`src/rtl/smb_cfg_pkg.sv`:
```
package smb_cfg_pkg;

    typedef enum logic [2:0] {
        ST_IDLE,
        ST_RX,
        ST_RACK,
        ST_TX,
        ST_TACK,
        ST_IGN
    } smb_st_e;

    typedef enum logic [1:0] {
        PH_ADDR,
        PH_CMD,
        PH_CNT,
        PH_WDATA
    } smb_ph_e;

    typedef struct packed {
        smb_st_e     st;
        smb_ph_e     ph;
        logic [7:0]  sh;
        logic [3:0]  bitcnt;
        logic [7:0]  ptr;
        logic [7:0]  remain;
        logic        blk;
        logic        cntf;
        logic        rd;
        logic        cmd_ok;
        logic        mack;
    } smb_fsm_t;

endpackage

```
`src/rtl/smb_line_sync.sv`:
```
module smb_line_sync #(
    parameter int STAGES = 2
) (
    input  logic clk,
    input  logic rst_n,
    input  logic scl_i,
    input  logic sda_i,
    output logic scl_s,
    output logic sda_s,
    output logic rise_ev,
    output logic fall_ev,
    output logic start_ev,
    output logic stop_ev
);
    logic [STAGES-1:0] scl_d, scl_q, sda_d, sda_q;
    logic              scl_p_d, scl_p_q, sda_p_d, sda_p_q;

    generate
        for (genvar i = 0; i < STAGES; i++) begin : g_stage
            if (i == 0) begin : g_first
                assign scl_d[i] = scl_i;
                assign sda_d[i] = sda_i;
            end else begin : g_next
                assign scl_d[i] = scl_q[i-1];
                assign sda_d[i] = sda_q[i-1];
            end
        end
    endgenerate

    assign scl_s   = scl_q[STAGES-1];
    assign sda_s   = sda_q[STAGES-1];
    assign scl_p_d = scl_s;
    assign sda_p_d = sda_s;

    always_ff @(posedge clk or negedge rst_n) begin
        if (!rst_n) begin
            scl_q   <= '1;
            sda_q   <= '1;
            scl_p_q <= 1'b1;
            sda_p_q <= 1'b1;
        end else begin
            scl_q   <= scl_d;
            sda_q   <= sda_d;
            scl_p_q <= scl_p_d;
            sda_p_q <= sda_p_d;
        end
    end

    assign rise_ev  = scl_s & ~scl_p_q;
    assign fall_ev  = ~scl_s & scl_p_q;
    assign start_ev = scl_s & scl_p_q & sda_p_q & ~sda_s;
    assign stop_ev  = scl_s & scl_p_q & ~sda_p_q & sda_s;
endmodule

```
`src/rtl/smb_reg_bank.sv`:
```
module smb_reg_bank #(
    parameter int         NREG     = 8,
    parameter logic [7:0] DEF_BASE = 8'hA0,
    localparam int        IDX_W    = (NREG > 1) ? $clog2(NREG) : 1
) (
    input  logic              clk,
    input  logic              rst_n,
    input  logic              wr_en,
    input  logic [IDX_W-1:0]  waddr,
    input  logic [7:0]        wdata,
    input  logic [IDX_W-1:0]  raddr,
    output logic [7:0]        rdata,
    output logic [NREG*8-1:0] regs_o
);
    logic [NREG-1:0][7:0] reg_d, reg_q;

    always_comb begin
        reg_d = reg_q;
        if (wr_en && (int'(waddr) < NREG)) begin
            reg_d[waddr] = wdata;
        end
    end

    always_ff @(posedge clk or negedge rst_n) begin
        if (!rst_n) begin
            for (int i = 0; i < NREG; i++) begin
                reg_q[i] <= DEF_BASE + 8'(i);
            end
        end else begin
            reg_q <= reg_d;
        end
    end

    assign rdata  = (int'(raddr) < NREG) ? reg_q[raddr] : 8'h00;
    assign regs_o = reg_q;
endmodule

```
`src/rtl/smb_cfg_slave.sv`:
```
module smb_cfg_slave
    import smb_cfg_pkg::*;
#(
    parameter int         NREG        = 8,
    parameter logic [6:0] DEV_ADDR    = 7'h69,
    parameter logic [7:0] DEF_BASE    = 8'hA0,
    parameter int         SYNC_STAGES = 2
) (
    input  logic              clk,
    input  logic              rst_n,
    input  logic              scl_i,
    input  logic              sda_i,
    output logic              sda_oe,
    output logic [NREG*8-1:0] regs_o
);
    localparam int         IDX_W    = (NREG > 1) ? $clog2(NREG) : 1;
    localparam logic [7:0] CNT_BYTE = 8'(NREG);

    logic scl_s, sda_s, rise_ev, fall_ev, start_ev, stop_ev;

    smb_line_sync #(.STAGES(SYNC_STAGES)) u_sync (
        .clk      (clk),
        .rst_n    (rst_n),
        .scl_i    (scl_i),
        .sda_i    (sda_i),
        .scl_s    (scl_s),
        .sda_s    (sda_s),
        .rise_ev  (rise_ev),
        .fall_ev  (fall_ev),
        .start_ev (start_ev),
        .stop_ev  (stop_ev)
    );

    smb_fsm_t   r_d, r_q;
    logic       wr_en;
    logic [7:0] bank_rdata, rd_byte, tx_byte;
    logic       in_range;

    smb_reg_bank #(.NREG(NREG), .DEF_BASE(DEF_BASE)) u_bank (
        .clk    (clk),
        .rst_n  (rst_n),
        .wr_en  (wr_en),
        .waddr  (r_q.ptr[IDX_W-1:0]),
        .wdata  (r_q.sh),
        .raddr  (r_q.ptr[IDX_W-1:0]),
        .rdata  (bank_rdata),
        .regs_o (regs_o)
    );

    assign in_range = (int'(r_q.ptr) < NREG);
    assign rd_byte  = in_range ? bank_rdata : 8'h00;
    assign tx_byte  = (r_q.blk && r_q.cntf) ? CNT_BYTE : rd_byte;

    always_comb begin
        r_d   = r_q;
        wr_en = 1'b0;
        if (stop_ev) begin
            r_d.st     = ST_IDLE;
            r_d.cmd_ok = 1'b0;
        end else if (start_ev) begin
            r_d.st     = ST_RX;
            r_d.ph     = PH_ADDR;
            r_d.bitcnt = 4'd0;
            r_d.rd     = 1'b0;
        end else begin
            case (r_q.st)
                ST_RX: begin
                    if (rise_ev && r_q.bitcnt < 4'd8) begin
                        r_d.sh     = {r_q.sh[6:0], sda_s};
                        r_d.bitcnt = r_q.bitcnt + 4'd1;
                    end else if (fall_ev && r_q.bitcnt == 4'd8) begin
                        r_d.bitcnt = 4'd0;
                        r_d.st     = ST_IGN;
                        case (r_q.ph)
                            PH_ADDR: begin
                                if (r_q.sh[7:1] == DEV_ADDR) begin
                                    if (!r_q.sh[0]) begin
                                        r_d.st = ST_RACK;
                                        r_d.ph = PH_CMD;
                                    end else if (r_q.cmd_ok) begin
                                        r_d.st = ST_RACK;
                                        r_d.rd = 1'b1;
                                    end
                                end
                            end
                            PH_CMD: begin
                                if (r_q.sh[6:5] == 2'b00) begin
                                    r_d.st     = ST_RACK;
                                    r_d.cmd_ok = 1'b1;
                                    r_d.blk    = ~r_q.sh[7];
                                    r_d.cntf   = ~r_q.sh[7];
                                    r_d.ptr    = r_q.sh[7] ? {3'b000, r_q.sh[4:0]} : 8'h00;
                                    r_d.remain = r_q.sh[7] ? 8'd1 : 8'd0;
                                    r_d.ph     = r_q.sh[7] ? PH_WDATA : PH_CNT;
                                end
                            end
                            PH_CNT: begin
                                r_d.st     = ST_RACK;
                                r_d.remain = r_q.sh;
                                r_d.ph     = PH_WDATA;
                            end
                            default: begin
                                if (r_q.remain != 8'd0) begin
                                    r_d.st     = ST_RACK;
                                    wr_en      = in_range;
                                    r_d.remain = r_q.remain - 8'd1;
                                    if (r_q.ptr != 8'hFF) begin
                                        r_d.ptr = r_q.ptr + 8'd1;
                                    end
                                end
                            end
                        endcase
                    end
                end
                ST_RACK: begin
                    if (fall_ev) begin
                        if (r_q.rd) begin
                            r_d.st     = ST_TX;
                            r_d.sh     = tx_byte;
                            r_d.bitcnt = 4'd0;
                            if (r_q.blk && r_q.cntf) begin
                                r_d.cntf = 1'b0;
                            end else if (r_q.ptr != 8'hFF) begin
                                r_d.ptr = r_q.ptr + 8'd1;
                            end
                        end else begin
                            r_d.st     = ST_RX;
                            r_d.bitcnt = 4'd0;
                        end
                    end
                end
                ST_TX: begin
                    if (rise_ev && r_q.bitcnt < 4'd8) begin
                        r_d.bitcnt = r_q.bitcnt + 4'd1;
                    end else if (fall_ev) begin
                        if (r_q.bitcnt == 4'd8) begin
                            r_d.st   = ST_TACK;
                            r_d.mack = 1'b0;
                        end else if (r_q.bitcnt != 4'd0) begin
                            r_d.sh = {r_q.sh[6:0], 1'b0};
                        end
                    end
                end
                ST_TACK: begin
                    if (rise_ev) begin
                        r_d.mack = ~sda_s;
                    end else if (fall_ev) begin
                        if (r_q.mack) begin
                            r_d.st     = ST_TX;
                            r_d.sh     = tx_byte;
                            r_d.bitcnt = 4'd0;
                            if (r_q.blk && r_q.cntf) begin
                                r_d.cntf = 1'b0;
                            end else if (r_q.ptr != 8'hFF) begin
                                r_d.ptr = r_q.ptr + 8'd1;
                            end
                        end else begin
                            r_d.st = ST_IGN;
                        end
                    end
                end
                default: begin
                end
            endcase
        end
    end

    always_ff @(posedge clk or negedge rst_n) begin
        if (!rst_n) begin
            r_q <= '{st: ST_IDLE, ph: PH_ADDR, sh: 8'h00, bitcnt: 4'd0,
                     ptr: 8'h00, remain: 8'h00, blk: 1'b0, cntf: 1'b0,
                     rd: 1'b0, cmd_ok: 1'b0, mack: 1'b0};
        end else begin
            r_q <= r_d;
        end
    end

    assign sda_oe = (r_q.st == ST_RACK) || ((r_q.st == ST_TX) && !r_q.sh[7]);

    smb_st_e    st_q;
    logic [3:0] bitcnt_q;
    logic [7:0] ptr_q;
    assign st_q     = r_q.st;
    assign bitcnt_q = r_q.bitcnt;
    assign ptr_q    = r_q.ptr;
endmodule

```
`config.mk`:
```
export PLATFORM = sky130hd
export DESIGN_NAME = smb_cfg_slave
export DESIGN_NICKNAME = d
export VERILOG_FILES = /design/src/rtl/smb_cfg_pkg.sv /design/src/rtl/smb_line_sync.sv /design/src/rtl/smb_reg_bank.sv /design/src/rtl/smb_cfg_slave.sv
export SDC_FILE = /design/constraint.sdc
export NUM_CORES = 1
export LEC_CHECK = 0
export CAP_MARGIN = 25
export CORE_MARGIN = 2
export CORE_UTILIZATION = 53
export CTS_BUF_LIST = sky130_fd_sc_hd__clkbuf_8
export CTS_CLUSTER_DIAMETER = 40
export DETAILED_ROUTE_END_ITERATION = 10
export PLACE_DENSITY = 0.8
export SETUP_SLACK_MARGIN = 0.05
export SLEW_MARGIN = 20
export SYNTH_ARGS = -nofsm -noshare
export SYNTH_HDL_FRONTEND = slang
export SYNTH_SLANG_ARGS = --single-unit
```
`constraint.sdc`:
```
create_clock -name clk -period 2.4 [get_ports clk]
set_input_delay 0.36 -clock clk [delete_from_list [all_inputs] [get_ports clk]]
set_output_delay 0.36 -clock clk [all_outputs]
set_load 0.01 [all_outputs]
```
---- Word-level counts from Yosys, hierarchy flattened ----
Cells that the tools add are included.
storage, ports and cells
  register bits ........................... 108
  word-level logic and storage cells ...... 228
operators by class
  bitwise gates (word level) .............. 15
  mux-type cells .......................... 90
  order comparisons ....................... 4
  eq/ne operators ......................... 52
  reductions and logical operators ........ 41
  $add $sub $neg .......................... 3
operators with widths
  operator              count
  $mux W24              5
  $mux W8               13
  $mux W20              5
  $bwmux W64            1
  $pmux W12 S4          1
  $pmux W8 S3           2
  $ne A4 B4 Y1 const B  10
  $mux W3               11
  $reduce_and A8 Y1     4
  $mux W5               6
  $ne A2 B2 Y1 const B  15
  $mux W1               27
  $reduce_and A13 Y1    2
  $bmux W8 S3           1
  $demux W8 S3          1
  $ne A3 B3 Y1 const B  8
  $ne A5 B5 Y1 const B  4
  $mux W18              1
  $reduce_bool A3 Y1    6
  $mux W16              1
  $pmux W8 S2           1
  $reduce_and A7 Y1     2
  $reduce_bool A2 Y1    7
  $mux W2               6
  other kinds (41)      65

---- Longest topological paths before layout ----
Gate-level depths: netlist of the first run.
  word-level depth ........................ 13
  depth in mapped cells ................... 9

---- Modules after synthesis ----
A second synthesis of the first run with hierarchy kept.
second synthesis, totals
  cells, all modules ...................... 495
  area total of the unflattened synthesis .. 5901.9 um2
by module, submodules not included
  module         area each (um2)  instances  cells an instance
  smb_reg_bank   3027.9           1          172
  smb_cfg_slave  2683.8           1          313
  smb_line_sync  190.2            1          10

---- Least setup slack after synthesis of the first run ----
Ideal clock, no wire load.
  path type ............................... reg2reg
  start ................................... reg r_q[34] (netlist name)
  end ..................................... reg r_q[10] (netlist name)
  data arrival time ....................... 2297 ps
  clock period less this slack ............ 2366 ps
  setup time .............................. 69 ps
  cell stages (with the launch flop) ...... 9
  required time ........................... 2331 ps
  slack ................................... 34 ps
  path through ............................ dfrtp_1 -> inv_1 -> ha_1 -> clkbuf_1 -> o21a_1 -> or4_4 -> a211o_1 -> or4b_1 -> nand3_1
between the ends
  word-level cells in the longest chain between the ends .. 7
  elaborated cells between the ends (all ways) .. 13
  classes of those cells .................. 5 x eq/ne; 6 x mux; 2 x reduce/logical
ends and longest elaborated chain
  element                                     line                  RTL
  from (decl)                                 smb_cfg_slave.sv:34   smb_fsm_t r_d, r_q;
  from (signal assigned)                      smb_cfg_slave.sv:170  r_q <= '{st: ST_IDLE, ph: PH_ADDR, sh: 8'h00, bitcnt: 4'd0,
  from (signal assigned)                      smb_cfg_slave.sv:174  r_q <= r_d;
  $eq A2 B2 Y1, or another cell as far along  smb_cfg_slave.sv:74   case (r_q.ph)
  $pmux W8 S3                                 smb_cfg_slave.sv:74
  $mux W24                                    smb_cfg_slave.sv:71   end else if (fall_ev && r_q.bitcnt == 4'd8) begin
  $mux W24                                    n/a
  $mux W24                                    smb_cfg_slave.sv:66   case (r_q.st)
  $mux W24                                    smb_cfg_slave.sv:60   end else if (start_ev) begin
  $mux W24                                    smb_cfg_slave.sv:57   if (stop_ev) begin
Several ways; a longest one is shown, not always the timed one. The select of a mux whose other input is x is not followed.
A chain may end at the register's enable or synchronous reset.

---- Final worst setup path of the first run ----
  start ................................... reg r_q, in the netlist ptr_q[6]
  end ..................................... reg u_bank.reg_q, in the netlist u_bank.regs_o[36]
between the ends
  word-level cells in the longest chain between the ends .. 8
ends and longest elaborated chain
  element                          line                  RTL
  $lt A8 B4 Y1                     smb_cfg_slave.sv:50   assign in_range = (int'(r_q.ptr) < NREG);
  $mux W1                          smb_cfg_slave.sv:103  if (r_q.remain != 8'd0) begin
  $mux W1                          smb_cfg_slave.sv:74
  $mux W1                          smb_cfg_slave.sv:71
  $mux W1                          smb_cfg_slave.sv:68   if (rise_ev && r_q.bitcnt < 4'd8) begin
  $mux W1                          smb_cfg_slave.sv:66
  $mux W1                          smb_cfg_slave.sv:60
  $mux W1                          smb_cfg_slave.sv:57
  to (signal, indexed assignment)  smb_reg_bank.sv:27    reg_q[i] <= DEF_BASE + 8'(i);
  to (signal assigned)             smb_reg_bank.sv:30    reg_q <= reg_d;
  to (decl)                        smb_reg_bank.sv:15    logic [NREG-1:0][7:0] reg_d, reg_q;
No other way between the ends.

==> results of run 1 <==
==> cell usage in the layout (no fill, tap or decap), types with 17 or more instances in the layout <==
cell	n
buf_4	48
mux2_4	40
mux2_2	32
nor2_1	20
a21oi_1	17
dfstp_2	34
nand2_1	36
clkdlybuf4s50_1	66
o21ai_0	26
dfrtp_1	74
==> flip-flops by register name (all words and copies together), names as in the netlist <==
signal and count:
ptr_q 8, st_q 3, u_sync.scl_q 2, u_sync.scl_p_q 1, r_q 23, bitcnt_q 4
u_bank.regs_o 64, u_sync.sda_p_q 1, u_sync.sda_q 2
==> power by group through the flow <==
| stage | Sequential [mW] | Combinational (mW) | Clock [mW] |
|---|---|---|---|
| after floorplan | 2.14 | 1.56 | 0 |
| after global placement | 2.19 | 2.24 | 0 |
| after detailed placement | 2.20 | 2.29 | 0 |
| after CTS | 2.17 | 2.30 | 1.20 |
| after global routing | 2.20 | 2.59 | 1.28 |
| final | 2.17 | 2.41 | 1.18 |
==> per-layer routing <==
layer  wire length [µm]  share of wire, %  global-route usage [%]
met2               8180                49                    43.4
met4                488               3.0                    12.8
met5                  0                 0                       0
met1               7000                42                    35.5
met3                858               5.2                    3.99
==> cells by family after synthesis <==
group,after synthesis
flip-flops,108
adder cells (fa/ha/maj),8
AO/OA/AOI/OAI,113
multiplexers,94
buffers and inverters,49
AND/OR/NAND/NOR,139
XOR/XNOR,2
==> how the worst max path moves through the flow <==
stage,startpoint,end,slack [ns],depth (start not counted)
global placement,ptr_q[6],u_bank.regs_o[12],0.06,6
detailed placement,bitcnt_q[1],u_bank.regs_o[4],0.02,8
finish,ptr_q[6],u_bank.regs_o[36],0.02,6
CTS,ptr_q[6],u_bank.regs_o[36],0.02,6
global route,ptr_q[6],u_bank.regs_o[32],-0.03,6
floorplan,u_sync.scl_p_q,u_bank.regs_o[0],0.05,7
==> metrics by stage <==
stage                     util (%)  setup slack [ns]  TNS [ns]  instance area (µm²)  hold slack, ns
after detailed placement      63.9            0.0220         0                 7200           0.349
final                         66.8            0.0158         0                 7530         -0.0116
after global placement        63.9            0.0580         0                 7200           0.351
after global routing          66.8           -0.0348    -0.151                 7530          0.0423
after floorplan                  -            0.0544         0                 6070          0.0644
after CTS                     66.0            0.0209         0                 7440         0.00570
==> area by class of cell <==
class	count	area, µm²	share of cell area (%)
multi-input combinational	356	3150	41.8
sequential	108	2750	36.4
timing repair buffer	125	1190	15.8
tap	143	179	2.38
clock buffer	9	124	1.64
clock inverter	7	85.1	1.13
inverter	15	56.3	0.747
==> repair_timing <==
item	4_1_cts	5_1_grt
pin swaps	0	8
buffers inserted	1	3
endpoints found under the setup margin	29	69
gates resized for setup	8	21
==> results.yml, run 1 <==
logic_synthesis:
  synth.area.mux_share_pct: 22.0
  synth_simple_gate_area_share_pct: 14.0
  synth-seq-cells: 108
  ys_seq_area_share_pct: 45.3
  synth-adder-area-share_pct: 1.65
  syn_inst: 513
  synth_top_area_share_pct: 30.5
  ys_top_cells_by_count: "dfrtp_1, mux2_4, nand2_1"
  synth_compound_area_share_pct: 13.0
  ys_warn_count: 0
  syn-num-nets: 525
  synth_top_family_by_area: "multiplexers"
  synth_xor_area_share_pct: 0.289
  synth-edff-count: 0
  dominantRegCellSynth: "dfrtp_1"
  ys_types: 71
  synth_area_um2: 6060
  synth_area_per_cell_um2: 11.8
  synth_top_area_cell: "dfrtp_1"
  async_flop_share_pct: 100
  synthTopCellsByArea: "dfrtp_1, dfstp_2, mux2_4, mux2_2, mux4_2"
  synth_most_common_cell: "dfrtp_1"
run_status:
  violations: "negative hold slack"
  outcome: "complete, but fails checks"
power_and_ir_drop:
  pwr-share-comb_pct: 41.8
  p_int_mw: 3.49
  vdd_drop_max_v: 0.000523
  p_sw_share_pct: 39.5
  p_total_mw: 5.76
  p_leak_nw: 3.34
  power.switching_mw: 2.27
  pwr-share-seq_pct: 37.7
  clkPwrFrac_pct: 20.5
  p_per_area_nw_per_um2: 765
setup_path:
  path_delay_family: "simple AND/OR/NAND/NOR gates"
  r2r_start: "ptr_q[6]"
  crit_fanout: 7
  start_kind: "flip-flop"
  path_cells: "or4_4, nor2_4, nand3b_4, or4_4, buf_6, mux2_4"
  crit_required_ns: 2.69
  critPathCaptureType: "flip-flop"
  rrSetupSlack_ns: 0.02
  crit_arrival_ns: 2.67
  slowest_stage: "or4_4"
  rr_endpoint: "u_bank.regs_o[36]"
  max_stage_delay_ns: 0.56
  path_buf_inv: 1
  reg2regPathDepth: 6
  worst_path_most_repeated_cell: "or4_4"
  worstSetupPathType: "flip-flop to flip-flop"
global_route:
  grt_pass1_wl_mm: 25.9
  grt_max_degree: 56
  antenna_found_initial: 0
  grt_use_total_pct: 26.7
  grt_pass1_vias: 4760
  grt-ovfl-total: 0
routing:
  drc: 0
  via_per_inst: 6.23
  wire_per_inst_um: 21.7
  drt_pass1_iterations: 5
  drt-initial-drc-count: 347
  routed_wl_mm: 16.5
  vias: 4755
  ant_nets: 0
floorplan:
  die_h_um: 111
  initial_core_util_pct: 53.8
  die_w_um: 111
  io_pins: 69
  num_rows: 39
  die_area_um2: 12300
  core_area_um2: 11300
clocking:
  htreeDepth: 3
  cts_hold_buf: 0
  cts_root_buf: "clkbuf_8"
  worstSkewPairLatency_ns: 0.40
  cts_tree: "built"
  clkSinkCount: 108
  path_clk_slew_ns: 0.10
  cts_buffers: 9
  clock_path_buffers: 2
final_layout:
  layout.cells.non_filler: 763
  diodes: 0
  drive_above_1_share_pct: 36.8
  fill_cells: 785
  nets: 627
  syn_to_final_growth_pct: 24.3
placed_design:
  placed_cells: 743
  globalplace.congestion: 0.906
  port_buffers: 68
  dp_hpwl_mm: 11.6
sta:
  slew_headroom_pct: 54.2
  post-route-min-period_ns: 2.38
  setup_viol: 0
  fin_skew_ns: 0.0140
  fmax_mhz: 419
  period_share_pct: 99.3
  holdWs_ns: -0.0116
  rsz0062_at_grt: "true"
  slew_violations: 0
  worst_pin_slew_ns: 0.687
  hold_violations: 5
worst_hold_path:
  min-delay-path-class: "input port to asynchronous set/reset pin"
job:
  max_cap_violations: 0
Power figures use the tool's default switching activity.
==> run 2, diff against run 1 <==
--- a/config.mk
+++ b/config.mk
@@ -7,13 +7,14 @@
 export LEC_CHECK = 0
 export CAP_MARGIN = 25
 export CORE_MARGIN = 2
-export CORE_UTILIZATION = 53
+export CORE_UTILIZATION = 56
 export CTS_BUF_LIST = sky130_fd_sc_hd__clkbuf_8
 export CTS_CLUSTER_DIAMETER = 40
 export DETAILED_ROUTE_END_ITERATION = 10
-export PLACE_DENSITY = 0.8
+export PLACE_DENSITY = 0.81
 export SETUP_SLACK_MARGIN = 0.05
 export SLEW_MARGIN = 20
 export SYNTH_ARGS = -nofsm -noshare
 export SYNTH_HDL_FRONTEND = slang
 export SYNTH_SLANG_ARGS = --single-unit
+export TNS_END_PERCENT = 30
==> constraint.sdc (replaced) <==
create_clock -name clk -period 2.3 [get_ports clk]
set_input_delay 0.345 -clock clk [delete_from_list [all_inputs] [get_ports clk]]
set_output_delay 0.345 -clock clk [all_outputs]
set_load 0.01 [all_outputs]
==> results.yml, run 2 (synthesis gave the netlist of run 1 again) <==
routing:
  drt_pass1_iterations: 5
  via_per_inst: 6.45
  drc: 0
  routed_wl_mm: 17.4
  drt-initial-drc-count: 307
  ant_nets: 0
  wire_per_inst_um: 22.6
  vias: 4986
sta:
  setup_slack_ns: -0.0433
  holdWs_ns: 0.359
  tns_ns: -0.0489
  slew_headroom_pct: 66.9
  period_share_pct: 102
  setup_viol: 3
  fmax_mhz: 427
  slew_violations: 0
  worst_pin_slew_ns: 0.493
  hold_violations: 0
  post-route-min-period_ns: 2.34
  rsz0062_at_grt: "true"
  fin_skew_ns: 0.0207
final_layout:
  diodes: 0
  mostFrequentLayoutCells: "dfrtp_1, clkdlybuf4s50_1, buf_4, mux2_4, nand2_1"
  drive_above_1_share_pct: 40.5
  syn_to_final_growth_pct: 28.5
  postLayoutCellArea_um2: 7790
  largest_register_ffs: 64
  nets: 644
  final_common_cell: "dfrtp_1"
  layout.cells.non_filler: 773
global_route:
  grt-ovfl-total: 0
  grt_max_degree: 50
  grt_use_total_pct: 30.6
  antenna_found_initial: 0
  grt_pass1_wl_mm: 27.3
  grt_pass1_vias: 5070
clocking:
  clkSinkCount: 108
  clock_path_buffers: 2
  worstSkewPairLatency_ns: 0.41
  path_clk_slew_ns: 0.10
  cts_tree: "built"
  cts_buffers: 9
  cts_root_buf: "clkbuf_8"
  htreeDepth: 3
setup_path:
  cp-startpoint: "r_q[33]"
  worst_path_most_repeated_cell: "buf_4"
  crit_required_ns: 2.61
  r2r_start: "r_q[33]"
  critPathCaptureType: "flip-flop"
  crit_arrival_ns: 2.66
  slowest_stage: "or4_4"
  crit_fanout: 4
  path_buf_inv: 5
  path_delay_family: "simple AND/OR/NAND/NOR gates"
  max_stage_delay_ns: 0.54
  start_kind: "flip-flop"
  path_cells: "buf_4, inv_4, ha_4, buf_4, inv_1, or4_4, o22a_1, nor4_2, buf_4, mux2i_1"
  worstSetupPathType: "flip-flop to flip-flop"
run_status:
  violations: "negative setup slack"
  outcome: "complete, but fails checks"
power_and_ir_drop:
  p_leak_nw: 3.46
  p_per_area_nw_per_um2: 800
  vdd_drop_max_v: 0.000532
floorplan:
  die_area_um2: 11700
  initial_core_util_pct: 58.2
  die_w_um: 108
  num_rows: 37
  die_h_um: 108
  core_area_um2: 10400
  io_pins: 69
worst_hold_path:
  hold_start: "scl_i"
  min-delay-path-class: "input port to flip-flop"
placed_design:
  place_ws_ns: -0.0600
  placed_cell_area_um2: 7260
  globalplace.congestion: 0.891
  dp_hpwl_mm: 11.5
  placed_cells: 740
  port_buffers: 68
job:
  max_cap_violations: 0
[run 2: layer usage]
layer / share of wire (%) / vias up / wire length [µm] / global-route usage (%)
li1: - / 2164 / - / -
met1: 40 / 2496 / 6910 / 38.7
met2: 50 / 278 / 8700 / 50.8
met3: 7.6 / 48 / 1320 / 6.57
met4: 2.9 / 0 / 511 / 13.0
met5: 0 / - / 0 / 0
[run 2: layout make-up]
type / instances / area, µm²
timing repair buffer: 142 / 1310
clock buffer: 9 / 124
fill: 611 / 2620
inverter: 15 / 58.8
sequential: 108 / 2750
clock inverter: 7 / 86.3
tap: 136 / 170
multi-input combinational: 356 / 3300
[run 2: what timing repair did]
| action | CTS | global route |
|---|---|---|
| resized for setup | 9 | 38 |
| hold buffers | 1 | 0 |
| endpoints found under the setup margin | 74 | 84 |
| hold endpoints to repair | 20 | 0 |
| pin swaps | 9 | 20 |
| buffers inserted | 6 | 10 |
[run 2: final timing paths]
path                                     end  slack, ns  cells past startpoint
setup / recovery                     r_q[34]      -0.04                     10
hold / removal               u_sync.scl_q[0]       0.36                      1
setup reg to reg                     r_q[34]      -0.04                     10
hold reg to reg              u_sync.scl_q[1]       0.37                      0
max in group asynchronous  u_bank.regs_o[49]       1.24                      3
min in group asynchronous             r_q[0]       0.41                      2
[run 2: power breakdown]
group / internal [mW] / total (mW) / switching [mW]
clock: 0.522 / 1.24 / 0.718
sequential: 2.07 / 2.28 / 0.206
combinational: 1.12 / 2.71 / 1.59
[run 2: per-stage QoR]
stage          power [mW]  util [%]
6_report             6.23      74.8
5_1_grt              6.53      74.8
4_1_cts              6.04      72.5
3_5_place_dp         4.76      69.7
3_3_place_gp         4.70      69.7
2_1_floorplan        3.87         -
